$ cat src/rtl/eprom_rd_pkg.sv
package eprom_rd_pkg;

  typedef enum logic [2:0] {
    ST_WAKE,
    ST_IDLE,
    ST_LEAD,
    ST_OPEN,
    ST_FLOAT
  } rd_state_e;

  // Round a delay up to whole clock periods, never less than one.
  function automatic int unsigned cyc_of(input int unsigned t_ns, input int unsigned clk_ns);
    int unsigned c;
    c = (t_ns + clk_ns - 1) / clk_ns;
    return (c == 0) ? 1 : c;
  endfunction

endpackage

$ cat src/rtl/eprom_rd_timer.sv
module eprom_rd_timer #(
  parameter int CNT_W = 5
) (
  input  logic             clk,
  input  logic             rst,
  input  logic             load,
  input  logic [CNT_W-1:0] load_val,
  output logic             zero
);

  logic [CNT_W-1:0] cnt_q;

  always_ff @(posedge clk) begin
    if (rst) begin
      cnt_q <= '0;
    end else if (load) begin
      cnt_q <= load_val;
    end else if (cnt_q != '0) begin
      cnt_q <= cnt_q - 1'b1;
    end
  end

  assign zero = (cnt_q == '0);

  AST_TMR_NO_WRAP: assert property (@(posedge clk) disable iff (rst)
    (!load && cnt_q == '0) |=> (cnt_q == '0));

endmodule

$ cat src/rtl/eprom_rd_cedec.sv
module eprom_rd_cedec #(
  parameter int NUM_DEV = 4,
  parameter int DEV_W   = 2
) (
  input  logic               en,
  input  logic [DEV_W-1:0]   dev,
  output logic [NUM_DEV-1:0] sel_n
);

  for (genvar g = 0; g < NUM_DEV; g++) begin : g_sel
    assign sel_n[g] = !(en && (dev == DEV_W'(g)));
  end

endmodule

$ cat src/rtl/eprom_rd_capture.sv
module eprom_rd_capture #(
  parameter int DATA_W = 8
) (
  input  logic              clk,
  input  logic              rst,
  input  logic              take,
  input  logic [DATA_W-1:0] din,
  output logic [DATA_W-1:0] dout,
  output logic              ack
);

  always_ff @(posedge clk) begin
    if (rst) begin
      dout <= '0;
      ack  <= 1'b0;
    end else begin
      ack <= take;
      if (take) dout <= din;
    end
  end

  AST_ACK_ONE_CYCLE: assert property (@(posedge clk) disable iff (rst)
    ack |=> !ack);

  AST_DATA_HOLD: assert property (@(posedge clk) disable iff (rst)
    !ack |-> $stable(dout));

endmodule

$ cat src/rtl/eprom_rd_ctrl.sv
module eprom_rd_ctrl
  import eprom_rd_pkg::*;
#(
  parameter int CLK_NS   = 20,
  parameter int T_ACC_NS = 450,
  parameter int T_OE_NS  = 120,
  parameter int T_DF_NS  = 100,
  parameter int ADDR_W   = 11,
  parameter int DATA_W   = 8,
  parameter int NUM_DEV  = 4,
  parameter int DEV_W    = $clog2(NUM_DEV)
) (
  input  logic               clk,
  input  logic               rst,
  input  logic               req_i,
  input  logic [ADDR_W-1:0]  addr_i,
  input  logic [DEV_W-1:0]   dev_i,
  output logic               ready_o,
  output logic               ack_o,
  output logic [DATA_W-1:0]  data_o,
  output logic [ADDR_W-1:0]  addr_o,
  output logic [NUM_DEV-1:0] ce_n_o,
  output logic               oe_n_o,
  input  logic [DATA_W-1:0]  data_i
);

  localparam int ACC_CYC  = int'(cyc_of(T_ACC_NS, CLK_NS));
  localparam int OE_CYC   = int'(cyc_of(T_OE_NS, CLK_NS));
  localparam int DF_CYC   = int'(cyc_of(T_DF_NS, CLK_NS));
  localparam int LEAD_CYC = (ACC_CYC > OE_CYC) ? ACC_CYC - OE_CYC : 0;
  localparam int OPEN_CYC = ACC_CYC - LEAD_CYC;
  localparam int CNT_MAX  = (ACC_CYC > DF_CYC) ? ACC_CYC : DF_CYC;
  localparam int CNT_W    = $clog2(CNT_MAX + 1);

  localparam logic [CNT_W-1:0] LEAD_LD  = CNT_W'((LEAD_CYC > 0) ? LEAD_CYC - 1 : 0);
  localparam logic [CNT_W-1:0] OPEN_LD  = CNT_W'(OPEN_CYC - 1);
  localparam logic [CNT_W-1:0] FLOAT_LD = CNT_W'(DF_CYC - 1);

  rd_state_e          st_q, st_d;
  logic [ADDR_W-1:0]  addr_q, addr_d;
  logic [DEV_W-1:0]   dev_q, dev_d;
  logic               ce_en_q, ce_en_d;
  logic               oe_n_q, oe_n_d;
  logic               ready_q, ready_d;
  logic [NUM_DEV-1:0] ce_n_q, ce_n_nxt;
  logic               tmr_load;
  logic [CNT_W-1:0]   tmr_val;
  logic               tmr_zero;
  logic               take;
  logic               ce_any;

  eprom_rd_timer #(.CNT_W(CNT_W)) u_timer (
    .clk      (clk),
    .rst      (rst),
    .load     (tmr_load),
    .load_val (tmr_val),
    .zero     (tmr_zero)
  );

  eprom_rd_cedec #(.NUM_DEV(NUM_DEV), .DEV_W(DEV_W)) u_cedec (
    .en    (ce_en_d),
    .dev   (dev_d),
    .sel_n (ce_n_nxt)
  );

  eprom_rd_capture #(.DATA_W(DATA_W)) u_capture (
    .clk  (clk),
    .rst  (rst),
    .take (take),
    .din  (data_i),
    .dout (data_o),
    .ack  (ack_o)
  );

  always_comb begin
    st_d     = st_q;
    addr_d   = addr_q;
    dev_d    = dev_q;
    ce_en_d  = ce_en_q;
    oe_n_d   = oe_n_q;
    ready_d  = ready_q;
    tmr_load = 1'b0;
    tmr_val  = '0;
    take     = 1'b0;
    unique case (st_q)
      ST_WAKE: begin
        // One throwaway address change so the parts leave power-up state.
        addr_d  = '1;
        ready_d = 1'b1;
        st_d    = ST_IDLE;
      end
      ST_IDLE: begin
        if (req_i) begin
          addr_d   = addr_i;
          dev_d    = dev_i;
          ce_en_d  = 1'b1;
          ready_d  = 1'b0;
          tmr_load = 1'b1;
          if (LEAD_CYC == 0) begin
            oe_n_d  = 1'b0;
            tmr_val = OPEN_LD;
            st_d    = ST_OPEN;
          end else begin
            tmr_val = LEAD_LD;
            st_d    = ST_LEAD;
          end
        end
      end
      ST_LEAD: begin
        if (tmr_zero) begin
          oe_n_d   = 1'b0;
          tmr_load = 1'b1;
          tmr_val  = OPEN_LD;
          st_d     = ST_OPEN;
        end
      end
      ST_OPEN: begin
        if (tmr_zero) begin
          take     = 1'b1;
          ce_en_d  = 1'b0;
          oe_n_d   = 1'b1;
          tmr_load = 1'b1;
          tmr_val  = FLOAT_LD;
          st_d     = ST_FLOAT;
        end
      end
      ST_FLOAT: begin
        if (tmr_zero) begin
          ready_d = 1'b1;
          st_d    = ST_IDLE;
        end
      end
      default: st_d = ST_IDLE;
    endcase
  end

  always_ff @(posedge clk) begin
    if (rst) begin
      st_q    <= ST_WAKE;
      addr_q  <= '0;
      dev_q   <= '0;
      ce_en_q <= 1'b0;
      oe_n_q  <= 1'b1;
      ready_q <= 1'b0;
      ce_n_q  <= '1;
    end else begin
      st_q    <= st_d;
      addr_q  <= addr_d;
      dev_q   <= dev_d;
      ce_en_q <= ce_en_d;
      oe_n_q  <= oe_n_d;
      ready_q <= ready_d;
      ce_n_q  <= ce_n_nxt;
    end
  end

  assign addr_o  = addr_q;
  assign ce_n_o  = ce_n_q;
  assign oe_n_o  = oe_n_q;
  assign ready_o = ready_q;
  assign ce_any  = (ce_n_q != '1);

  AST_ONE_DEVICE: assert property (@(posedge clk) disable iff (rst)
    $countones(~ce_n_o) <= 1);

  AST_OE_NEEDS_CE: assert property (@(posedge clk) disable iff (rst)
    !oe_n_o |-> ce_any);

  AST_ADDR_HELD: assert property (@(posedge clk) disable iff (rst)
    (ce_any && $past(ce_any)) |-> $stable(addr_o));

  AST_RELEASE_WITH_ACK: assert property (@(posedge clk) disable iff (rst)
    ack_o |-> (oe_n_o && !ce_any));

  AST_TAKE_ONLY_READY: assert property (@(posedge clk) disable iff (rst)
    $rose(ce_any) |-> $past(ready_o));

endmodule

$ cat config.mk
export PLATFORM = sky130hd
export DESIGN_NAME = eprom_rd_ctrl
export DESIGN_NICKNAME = d
export VERILOG_FILES = /design/src/rtl/eprom_rd_pkg.sv /design/src/rtl/eprom_rd_timer.sv /design/src/rtl/eprom_rd_cedec.sv /design/src/rtl/eprom_rd_capture.sv /design/src/rtl/eprom_rd_ctrl.sv
export SDC_FILE = /design/constraint.sdc
export NUM_CORES = 1
export LEC_CHECK = 0
export ABC_AREA = 1
export CORE_MARGIN = 2
export CORE_UTILIZATION = 33
export CTS_CLUSTER_DIAMETER = 120
export DETAILED_ROUTE_END_ITERATION = 12
export SYNTH_ARGS = -nofsm -noshare
export SYNTH_HDL_FRONTEND = slang
export SYNTH_HIERARCHICAL = 1
export SYNTH_SLANG_ARGS = --single-unit
$ cat constraint.sdc
create_clock -name clk -period 2.1 [get_ports clk]
set_clock_uncertainty 0.15 [all_clocks]
set_input_delay 0.315 -clock clk [delete_from_list [all_inputs] [get_ports clk]]
set_output_delay 0.315 -clock clk [all_outputs]
set_load 0.01 [all_outputs]
==> results of run 1 <==
==> final cells by class <==
cell class / count / area [µm²]
Clock inverter: 3 / 46.3
Sequential cell: 37 / 741
Fill cell: 548 / 2660
Multi-Input combinational cell: 172 / 797
Inverter: 39 / 148
Tap cell: 70 / 87.6
Clock buffer: 5 / 68.8
Timing Repair Buffer: 54 / 528
==> kinds of logic (layout without fill, tap and decap cells) <==
family                     after synthesis  in the layout
and+or+nand+nor                        159            159
buffers and inverters                   46            101
DFF                                     37             37
xor gates and xnor gates                 1              1
AOI/OAI and AO/OA                        9              9
other                                    1              2
adders and majority gates                1              1
==> worst reg2reg max path, delay by kind of cell (launching register included) <==
kind / cells / cell delay, ps
buffers and inverters: 5 / 440
DFF: 1 / 380
adders and majority gates: 1 / 200
AOI/OAI and AO/OA: 1 / 160
and+or+nand+nor: 5 / 460
==> worst min-delay path by stage <==
stage / from / to / slack (ps) / cells past startpoint
after floorplan: rst / u_timer/cnt_q[1]$_SDFFE_PP0P_ / 230 / 1
after global placement: u_capture/dout[7]$_SDFFE_PP0P_ / u_capture/dout[7]$_SDFFE_PP0P_ / 310 / 2
after detailed placement: oe_n_o$_SDFFE_PP1P_ / oe_n_o$_SDFFE_PP1P_ / 310 / 2
after CTS: u_capture/dout[1]$_SDFFE_PP0P_ / u_capture/dout[1]$_SDFFE_PP0P_ / 320 / 2
after global routing: u_capture/dout[3]$_SDFFE_PP0P_ / u_capture/dout[3]$_SDFFE_PP0P_ / 350 / 2
final: u_capture/dout[1]$_SDFFE_PP0P_ / u_capture/dout[1]$_SDFFE_PP0P_ / 320 / 2
==> cell usage after synthesis <==
cell       n  share of area (%)
a21oi_1    5                1.4
a21oi_2    1               0.51
buf_2      4                1.2
buf_6      3                2.0
clkinv_2   1               0.29
conb_1     1               0.22
dfxtp_1   37                 43
ha_1       1               0.72
inv_1     29                6.3
inv_2      9                2.0
nand2_1   59                 13
nand2_2    3                1.1
nand3_1    9                2.6
nand3_2    3                1.7
nand3b_1   1               0.43
nand4_1    2               0.72
nor2_1    59                 13
nor2_2     3                1.1
nor2_4     2                1.3
nor3_1     3               0.87
o211ai_2   1               0.72
o21ai_0    2               0.58
or2_0     11                4.0
or2_2      4                1.4
xor2_1     1               0.51
==> power groups by stage <==
stage / clock network [µW] / logic, µW / registers [µW]
3_3_place_gp: 0 / 1470 / 1030
3_5_place_dp: 0 / 1470 / 1030
4_1_cts: 646 / 1480 / 1020
6_report: 628 / 1470 / 1010
2_1_floorplan: 0 / 966 / 1080
5_1_grt: 674 / 1710 / 1040
==> repair_timing <==
| item | in CTS | in global routing |
|---|---|---|
| setup endpoints to repair | 0 | 6 |
| setup buffers | 0 | 0 |
| resized for setup | 0 | 3 |
| hold endpoints to repair | 0 | 0 |
==> registers in the layout (all words and copies together), names as in the netlist <==
signal / cells
ce_n_o: 4
ce_en_q: 1
ready_o: 1
u_capture/ack: 1
u_timer/cnt_q: 5
oe_n_o: 1
st_q: 3
u_capture/dout: 8
addr_o: 11
dev_q: 2
==> metal layers <==
metal | vias to the layer above | GRT usage, % | share of wire [%] | routed length, µm
met3 | 4 | 6.52 | 9.2 | 325
li1 | 857 | - | - | -
met1 | 658 | 16.5 | 47 | 1650
met2 | 46 | 22.4 | 43 | 1500
met5 | - | 0 | 0 | 0
met4 | 0 | 3.27 | 1.0 | 36
==> per-stage QoR <==
stage	setup WS (ps)	cells	power, µW	util, %
after global placement	134	372	2500	45.2
after CTS	108	380	3140	47.5
after floorplan	268	255	2040	-
final	224	380	3110	47.6
after global routing	9.20	380	3420	47.6
after detailed placement	101	372	2500	45.2
==> flow_summary.yaml, run 1 <==
status:
  status: "finished clean"
global_route:
  track_usage_pct: 13.8
  grt_max_degree: 23
  overflow: 0
  antenna_found_initial: 0
  grt_first_pass_wirelength_um: 6670
  grt_pass1_vias: 1540
clock_network:
  cts_num_sinks: 37
  clock_path_buffers: 2
  clk_pin_slew_ps: 80
  cts-root-buf: "clkbuf_8"
  clock_latency_ps: 290
  cts_buffers: 5
  htree_levels: 2
  cts_tree: "built"
  hold_buffers: 0
floorplan:
  dieWidth_um: 76.4
  die-area_um2: 5840
  fp-row-count: 26
  start_util_pct: 34.1
  die_h_um: 76.4
  core-area_um2: 5070
  io_pins: 50
layout:
  final_cell_mix: "59 x nand2_1, 58 x nor2_1, 49 x clkdlybuf4s50_1"
  fin_nets: 334
  diodes: 0
  drive_above_1_share_pct: 13.5
  design_area_um2: 2420
  mostFrequentLayoutCell: "nand2_1"
  area_growth_pct: 39.6
placed_design:
  dp_hpwl_um: 2600
  detailed_place.area_um2: 2300
  gp_congestion: 0.813
  port_buffers: 49
detailed_routing:
  routed_via_density: 4.12
  drtIter0Drc: 35
  vias: 1565
  firstDrtPassIters: 4
  wl_um: 3520
  ant_nets: 0
  wl_per_cell_um: 9.26
  drc: 0
sta:
  slew_viol_final: 0
  fmax_ghz: 0.533
  fin_crit_ps: 1880
  hold_viol_final: 0
  rsz0062_at_grt: "false"
  fin_crit_sh_pct: 89.3
  setup_viol: 0
  whs_ps: 322
  finalSetupTns_ps: 0
power_and_ir_drop:
  p_switching_uw: 1210
  pwr-share-seq_pct: 32.6
  p_leak_uw: 0.00110
  peakVddDrop_mv: 0.697
  p_per_area_nw_per_um2: 1290
  internal-power_uw: 1900
  swShare_pct: 38.8
  p_comb_share_pct: 47.2
  clkPwrFrac_pct: 20.2
min_path:
  hold_class: "flip-flop to flip-flop"
worst_setup_path:
  crit_start: "u_timer/cnt_q[1]$_SDFFE_PP0P_"
  start_kind: "flip-flop"
  r2r_start: "u_timer/cnt_q[1]$_SDFFE_PP0P_"
  required_ps: 2140
  r2r_slack_ps: 220
  reg2regPathDepth: 12
  slowest_delay_ps: 380
  arrival_ps: 1910
  path_delay_family: "simple AND/OR/NAND/NOR gates"
  crit_type: "flip-flop to flip-flop"
  cp_max_fo: 5
  cp-end-kind: "flip-flop"
  crit_end: "u_timer/cnt_q[0]$_SDFFE_PP0P_"
  reg2reg_to: "u_timer/cnt_q[0]$_SDFFE_PP0P_"
  path_buf_inv: 5
  crit_slowest_cell: "dfxtp_1"
  worstPathCellList: "inv_1 -> ha_2 -> nand3_2 -> clkinv_2 -> inv_1 -> nor2_2 -> inv_2 -> nand2_1 -> inv_2 -> nand4_1 -> o21ai_0 -> nor2_1"
  cp_num_cells: 12
synthesis:
  synthAdderAreaFrac_pct: 0.723
  yosys.area_share.simple_pct: 40.9
  synth-xor-area-share_pct: 0.506
  synth_compound_area_share_pct: 3.25
  ys_ff_latch: 37
  syn_avg_cell_area_um2: 6.81
  syn_inst: 254
  ys_types: 25
  synth_area_um2: 1730
  synth_top_family_by_area: "simple AND/OR/NAND/NOR gates"
  muxShareOfSynthArea_pct: 0
  ys_seq_area_share_pct: 42.8
  ys_warn_count: 6
run:
  maxCapViolations: 0
Note: power is estimated with default switching activity, not from simulation.
==> run 2, diff against run 1 <==
Settings changed: CTS_CLUSTER_DIAMETER 120 to unset, SKIP_CTS_REPAIR_TIMING set to 1, SLEW_MARGIN set to 20.
==> results of run 2 <==
Final layout, timing and power as in run 1 (identical DEF).
